## config.mk

```make
export PLATFORM = sky130hd
export DESIGN_NAME = nbx_link
export DESIGN_NICKNAME = d
export VERILOG_FILES = /design/src/rtl/nbx_pkg.sv /design/src/rtl/nbx_phase_timer.sv /design/src/rtl/nbx_req_latch.sv /design/src/rtl/nbx_rd_capture.sv /design/src/rtl/nbx_link.sv
export SDC_FILE = /design/constraint.sdc
export NUM_CORES = 1
export LEC_CHECK = 0
export BUFFER_PORTS_ARGS = -buffer_cell sky130_fd_sc_hd__buf_2
export CAP_MARGIN = 10
export CELL_PAD_IN_SITES_DETAIL_PLACEMENT = 0
export CELL_PAD_IN_SITES_GLOBAL_PLACEMENT = 1
export CORE_UTILIZATION = 42
export CTS_BUF_LIST = sky130_fd_sc_hd__clkbuf_8
export CTS_CLUSTER_DIAMETER = 200
export DETAILED_ROUTE_END_ITERATION = 12
export PLACE_DENSITY_LB_ADDON = 0.1
export SLEW_MARGIN = 30
export SYNTH_ARGS = -nofsm -noshare
export SYNTH_HDL_FRONTEND = slang
export SYNTH_SLANG_ARGS = --single-unit
```

## constraint.sdc

```tcl
create_clock -name clk -period 3.3 [get_ports clk]
set_input_delay 0.165 -clock clk [delete_from_list [all_inputs] [get_ports clk]]
set_output_delay 0.165 -clock clk [all_outputs]
set_load 0.05 [all_outputs]
```

## src/rtl/nbx_pkg.sv

```systemverilog
package nbx_pkg;

    typedef enum logic [1:0] {
        OP_READ  = 2'b00,
        OP_WRITE = 2'b01,
        OP_OR    = 2'b10,
        OP_AND   = 2'b11
    } nbx_op_e;

    typedef enum logic [1:0] {
        ST_IDLE = 2'b00,
        ST_ADDR = 2'b01,
        ST_DATA = 2'b10
    } nbx_state_e;

    typedef struct packed {
        nbx_op_e    op;
        logic [1:0] sel;
        logic [3:0] operand;
    } nbx_req_t;

endpackage

```

## src/rtl/nbx_phase_timer.sv

```systemverilog
module nbx_phase_timer #(
    parameter int PHASE_CLKS = 4
) (
    input  logic clk,
    input  logic rst_n,
    input  logic restart,
    input  logic run,
    output logic last,
    output logic pre_last
);
    localparam int EFF = (PHASE_CLKS < 2) ? 2 : PHASE_CLKS;
    localparam int CW  = $clog2(EFF + 1);
    localparam logic [CW-1:0] LAST_V = CW'(EFF - 1);
    localparam logic [CW-1:0] PRE_V  = CW'(EFF - 2);

    logic [CW-1:0] cnt_q;

    always_ff @(posedge clk or negedge rst_n) begin
        if (!rst_n)       cnt_q <= '0;
        else if (restart) cnt_q <= '0;
        else if (run)     cnt_q <= (cnt_q == LAST_V) ? '0 : cnt_q + 1'b1;
    end

    assign last     = run && (cnt_q == LAST_V);
    assign pre_last = run && (cnt_q == PRE_V);

    // the counter never leaves its phase window
    assert_cnt_in_window_R3: assert property (@(posedge clk) disable iff (!rst_n)
        cnt_q <= LAST_V);
endmodule

```

## src/rtl/nbx_req_latch.sv

```systemverilog
module nbx_req_latch
    import nbx_pkg::*;
(
    input  logic       clk,
    input  logic       rst_n,
    input  logic       load,
    input  logic [1:0] op_in,
    input  logic [1:0] sel_in,
    input  logic [3:0] operand_in,
    output logic [3:0] addr_nib,
    output logic [3:0] operand,
    output logic       is_read
);
    nbx_req_t held_q;

    always_ff @(posedge clk or negedge rst_n) begin
        if (!rst_n) begin
            held_q <= '{op: OP_READ, sel: 2'b00, operand: 4'h0};
        end else if (load) begin
            held_q.op      <= nbx_op_e'(op_in);
            held_q.sel     <= sel_in;
            held_q.operand <= operand_in;
        end
    end

    assign addr_nib = {held_q.op, held_q.sel};
    assign operand  = held_q.operand;
    assign is_read  = (held_q.op == OP_READ);

    // held request only changes when a load is granted
    assert_held_stable_R8: assert property (@(posedge clk) disable iff (!rst_n)
        !load |=> $stable(held_q));
endmodule

```

## src/rtl/nbx_rd_capture.sv

```systemverilog
module nbx_rd_capture #(
    parameter int NIB_W = 4,
    parameter int OUT_W = 8
) (
    input  logic             clk,
    input  logic             rst_n,
    input  logic             sample,
    input  logic [NIB_W-1:0] nib_in,
    output logic [OUT_W-1:0] rd_data
);
    localparam int PAD_W = OUT_W - NIB_W;

    always_ff @(posedge clk or negedge rst_n) begin
        if (!rst_n)      rd_data <= '0;
        else if (sample) rd_data <= {{PAD_W{1'b0}}, nib_in};
    end

    // result held between reads
    assert_rd_hold_R5: assert property (@(posedge clk) disable iff (!rst_n)
        !sample |=> $stable(rd_data));
    // upper bits always zero
    assert_rd_zero_ext_R5: assert property (@(posedge clk) disable iff (!rst_n)
        rd_data[OUT_W-1:NIB_W] == '0);
endmodule

```

## src/rtl/nbx_link.sv

```systemverilog
module nbx_link
    import nbx_pkg::*;
#(
    parameter int PHASE_CLKS = 4
) (
    input  logic       clk,
    input  logic       rst_n,
    input  logic       req_valid,
    input  logic [1:0] req_op,
    input  logic [2:0] req_port,
    input  logic [3:0] req_data,
    output logic       busy,
    output logic       done,
    output logic [7:0] rd_data,
    output logic       strobe,
    output logic [3:0] nib_out,
    output logic       nib_oe,
    input  logic [3:0] nib_in
);
    nbx_state_e state_q, state_d;
    logic       accept, last, pre_last, done_q, is_read;
    logic [3:0] addr_nib, operand;

    assign accept = (state_q == ST_IDLE) && req_valid && req_port[2];

    nbx_phase_timer #(.PHASE_CLKS(PHASE_CLKS)) u_timer (
        .clk(clk), .rst_n(rst_n), .restart(accept),
        .run(state_q != ST_IDLE), .last(last), .pre_last(pre_last)
    );

    nbx_req_latch u_req (
        .clk(clk), .rst_n(rst_n), .load(accept),
        .op_in(req_op), .sel_in(req_port[1:0]), .operand_in(req_data),
        .addr_nib(addr_nib), .operand(operand), .is_read(is_read)
    );

    nbx_rd_capture #(.NIB_W(4), .OUT_W(8)) u_cap (
        .clk(clk), .rst_n(rst_n),
        .sample((state_q == ST_DATA) && pre_last && is_read),
        .nib_in(nib_in), .rd_data(rd_data)
    );

    always_comb begin
        state_d = state_q;
        unique case (state_q)
            ST_IDLE: if (accept) state_d = ST_ADDR;
            ST_ADDR: if (last)   state_d = ST_DATA;
            ST_DATA: if (last)   state_d = ST_IDLE;
            default:             state_d = ST_IDLE;
        endcase
    end

    always_ff @(posedge clk or negedge rst_n) begin
        if (!rst_n) begin
            state_q <= ST_IDLE;
            done_q  <= 1'b0;
        end else begin
            state_q <= state_d;
            done_q  <= (state_q == ST_DATA) && last;
        end
    end

    always_comb begin
        strobe  = 1'b1;
        nib_oe  = 1'b0;
        nib_out = 4'h0;
        busy    = 1'b0;
        unique case (state_q)
            ST_IDLE: ;
            ST_ADDR: begin
                busy    = 1'b1;
                nib_oe  = 1'b1;
                nib_out = addr_nib;
            end
            ST_DATA: begin
                busy    = 1'b1;
                strobe  = 1'b0;
                nib_oe  = !is_read;
                nib_out = is_read ? 4'h0 : operand;
            end
            default: ;
        endcase
    end

    assign done = done_q;

    // address must be on the bus when the strobe falls
    assert_addr_before_fall_R2: assert property (@(posedge clk) disable iff (!rst_n)
        $fell(strobe) |-> $past(nib_oe) && $past(busy));
    // completion pulse coincides with strobe return
    assert_done_on_rise_R7: assert property (@(posedge clk) disable iff (!rst_n)
        $rose(strobe) |-> done);
    assert_done_single_R7: assert property (@(posedge clk) disable iff (!rst_n)
        done |=> !done);
    // busy ends only with strobe high
    assert_busy_end_R6: assert property (@(posedge clk) disable iff (!rst_n)
        $fell(busy) |-> strobe);
    // no drive while the expander answers a read
    assert_read_release_R5: assert property (@(posedge clk) disable iff (!rst_n)
        (!strobe && is_read) |-> !nib_oe);
    // no second accept while a transfer runs
    assert_no_accept_busy_R8: assert property (@(posedge clk) disable iff (!rst_n)
        (busy && req_valid) |=> busy || done);
endmodule

```

==> reports/results.txt <==
For this run, the total global-route usage over all layers was measured as 15.51%. The worst hold path belongs to the class input port to flop. The flow ran to the end, and the final reports show no timing, DRC or antenna violations. The post-synthesis area per instance came out at 12.23 um2. met2 is the most crowded layer.

Clock-pin slew was measured on the worst setup and hold paths at 0.07 ns. Tracing the worst setup path back leads to its startpoint at state_q[0]. The max-slew violation count is 0. The floorplan die area is 2405 um2, and the layout overhead on the synthesized area is 21.40%.

Top cell family by delay on the critical path: flip-flops. Derived from the worst setup path, the maximum achievable clock frequency is 0.5269 GHz. The final routed wirelength across all metal layers is 1625 um. Standard cell with the maximum stage delay on the critical path: sky130_fd_sc_hd__dfrtp_1. The floorplan step set the die height to 49.05 um. For this run, design rule violations remaining after detail routing come to 0.

Subtracting the final worst setup slack from the clock period gives 1.898 ns. For the final database, setup skew stands at 0.002628 ns. The cell count after synthesis came out at 76. The run gives 15.3% as the part of the power in the clock network. Setup violations remaining at the end of the flow were counted as 0. In the routed layout, each cell is associated on average with a via count of 4.932. The first detailed-routing pass ran for 2 iterations.

The detailed placement HPWL is 1215 um, and the number of buffer cells added on primary ports is 27. In this run, post-CTS repair resized a total of 0 instances. The net count of the finished layout is 128. The switching power came out at 521.8 uW.

The wire length per cell after detailed routing came out at 12.31 um. The analysis attributes to cell leakage a power of 0.0005502 uW. Global routing consumed, on the met2 layer, 25.46% of the routing resources.

The final critical path takes up 57.51% of the cycle. The tools report the filler cell count as 183. In the final layout, the share of cells above drive strength 1 is 43.81%.

The startpoint identified for the worst hold timing path is req_op[0]. The total of hold buffers inserted after clock tree synthesis was 1. The count of buffering cells on the critical path with inverters included is 2.

Setup repair after global routing left no endpoint under its margin. The clock passes through at most 2 buffers. The congestion estimate from routability-driven global placement came to 0.7981.

The highest fanout seen on the critical path is 5, and the hold violation count in the final report is 0. For the post-place instance area, the log shows 1064 um2. The nature of the critical path startpoint is a flop. In this run the remaining antenna-violating nets after routing total 0. For the count of antenna diodes in the layout, the log shows 0.

The total stage count of the critical path is 6, and the sum of overflow across all layers after global routing is 0. The sequential fraction of the synthesis area is 48.45%. The share of total power dissipated in combinational logic is 51.4%. After routing, the total negative slack on setup checks comes to 0 ns.

For met3 alone, demand over resource in global routing was 3.738%. The floorplan has 16 rows. For the worst setup path, the data required time is 3.13 ns. During synthesis, Yosys emitted a total of 0 warnings. Cell count of the worst reg-to-reg path: 4.

The tools report the global-route wire length before repair as 2711 um. The hold path depth is 2. Data arrives at the worst endpoint at 1.73 ns. The met1 usage in global routing came out at 18.49%. Traced cell by cell, the critical path runs through inv_1 > ha_1 > o21a_1 > a22oi_1 > nor2b_1 > buf_2.

The switching share of power was 45.08%. The tools report the largest vdd supply drop as 0.0004888 V. In this run the critical register-to-register path is launched from state_q[0].

Initial antenna violation count: 0. The initial cell density of the core was 45.98%. The synthesized netlist contains 25 unique library cells.

The total clock buffers created by CTS came out at 3. The total number of vias came out at 651. The clock drives 18 sinks. For this run, the leading register cell type out of synthesis is sky130_fd_sc_hd__dfrtp_1.

The horizontal extent of the die was 49.05 um. The longest individual stage delay on the worst path was 0.41 ns; the share of flip-flops with an asynchronous set or reset was 100.0%. The mapped netlist covers 929.6 um2.

Cell internal power was estimated by the tool at 635.9 uW. The finished cells cover 1129 um2. Share of power burned in registers: 33.3%. Entering global routing, the biggest net connects 19 pins. The tools report the number of H-tree levels as 1.

TritonCTS built the clock tree. The clock reaches the later pin of the worst-skew pair after 0.25 ns. The tools report the root cell of the clock tree as sky130_fd_sc_hd__clkbuf_8. The number of global-route vias before repair was 613; the I/O pin total was 32. The placeable core region is 2022 um2, and the total setup buffers inserted after CTS is 0. Endpoint class of the critical path: an output pin. Number of maximum-capacitance constraint violations: 0. The critical path class is flop to output pin.

Register bit count reported by yosys: 18. The detailed router finished its first iteration with 8 violations. Yosys mapped a number of flops with a built-in enable equal to 0. In this run the power density over the cells is 1026 nW/um2.
layout make-up:
class,count,area (um2),area share [%]
clock buffers,4,55.05,4.878
inverters,4,15.01,1.330
multi-input cells,51,429.2,38.03
flip-flops and latches,18,450.4,39.91
well taps,27,33.78,2.993
repair buffers,28,145.1,12.86
power by group through the flow:
stage,Clock [uW],Combinational (uW),Sequential (uW)
after floorplan,0,410,465
after global placement,0,588,387
after detailed placement,0,593,389
after CTS,183,598,387
after global routing,195,634,399
final,177,595,386
flip-flops by register name, indices dropped and copies added, names as in the netlist:
name,cells
u_cap.rd_data,4
u_req.addr_nib,4
u_req.operand,4
u_timer.cnt_q,3
state_q,2
done,1
cells by family after synthesis:
| logic type | synth area share, % |
|---|---|
| buffers and inverters | 6.594 |
| AND/OR/NAND/NOR | 11.84 |
| adder cells (fa/ha/maj) | 8.075 |
| multiplexers | 15.75 |
| AO/OA/AOI/OAI | 8.883 |
| flip-flops | 48.45 |
| other | 0.4034 |
placed cells by master, fill, tap and decap left out:
cell type,synthesis,layout
sky130_fd_sc_hd__a22oi_1,4,4
sky130_fd_sc_hd__a2bb2oi_1,1,1
sky130_fd_sc_hd__and3_1,1,1
sky130_fd_sc_hd__buf_2,1,27
sky130_fd_sc_hd__clkbuf_8,0,4
sky130_fd_sc_hd__conb_1,1,4
sky130_fd_sc_hd__dfrtp_1,18,18
sky130_fd_sc_hd__dlygate4sd3_1,0,1
sky130_fd_sc_hd__ha_1,6,6
sky130_fd_sc_hd__inv_1,4,4
sky130_fd_sc_hd__mux2_2,13,13
sky130_fd_sc_hd__nand2_1,1,1
sky130_fd_sc_hd__nand2b_1,1,1
sky130_fd_sc_hd__nand3_1,3,3
sky130_fd_sc_hd__nand3b_1,1,1
sky130_fd_sc_hd__nor2_1,2,2
sky130_fd_sc_hd__nor2b_1,5,5
sky130_fd_sc_hd__nor3_1,1,1
sky130_fd_sc_hd__nor3b_2,1,1
sky130_fd_sc_hd__nor4b_2,1,1
sky130_fd_sc_hd__o21a_1,2,2
sky130_fd_sc_hd__o21ai_0,1,1
sky130_fd_sc_hd__o21bai_1,1,1
sky130_fd_sc_hd__o2bb2ai_1,1,1
sky130_fd_sc_hd__o31ai_1,1,1
routing by layer:
metal	up-vias	wire (um)
li1	315	-
met1	312	730
met2	19	787
met3	5	64
met4	0	44
met5	-	0
cells in the mapped netlist, drive strengths merged, types with 2 or more instances:
cell type	number	area [um2]
buf	6	46.29
nand3	3	15.01
nor2b	5	31.28
nor2	2	7.510
mux2	13	146.4
ha	6	75.07
inv	4	15.01
a22oi	4	30.03
dfrtp	18	450.4
o21a	2	15.01
through the flow:
step	cells	utilization (%)	total power, uW	setup WS (ns)	hold slack [ns]
6_report	132	55.82	1158	1.402	0.1380
2_1_floorplan	79	-	874.6	1.313	-0.1306
4_1_cts	132	55.82	1167	1.412	0.1372
5_1_grt	132	55.82	1228	1.328	0.1367
3_5_place_dp	127	52.60	981.7	1.504	0.1182
3_3_place_gp	127	52.60	975.0	1.559	0.1173
path summary, 6_finish.rpt:
kind,slack [ns],endpoint
setup / recovery,1.40,nib_out[2]
hold / removal,0.14,u_req.addr_nib[2]
setup reg to reg,1.51,u_req.operand[1]
hold reg to reg,0.51,u_cap.rd_data[1]
max in group asynchronous,2.66,u_req.operand[1]
min in group asynchronous,0.36,done
Note: power is estimated with default switching activity, not from simulation.
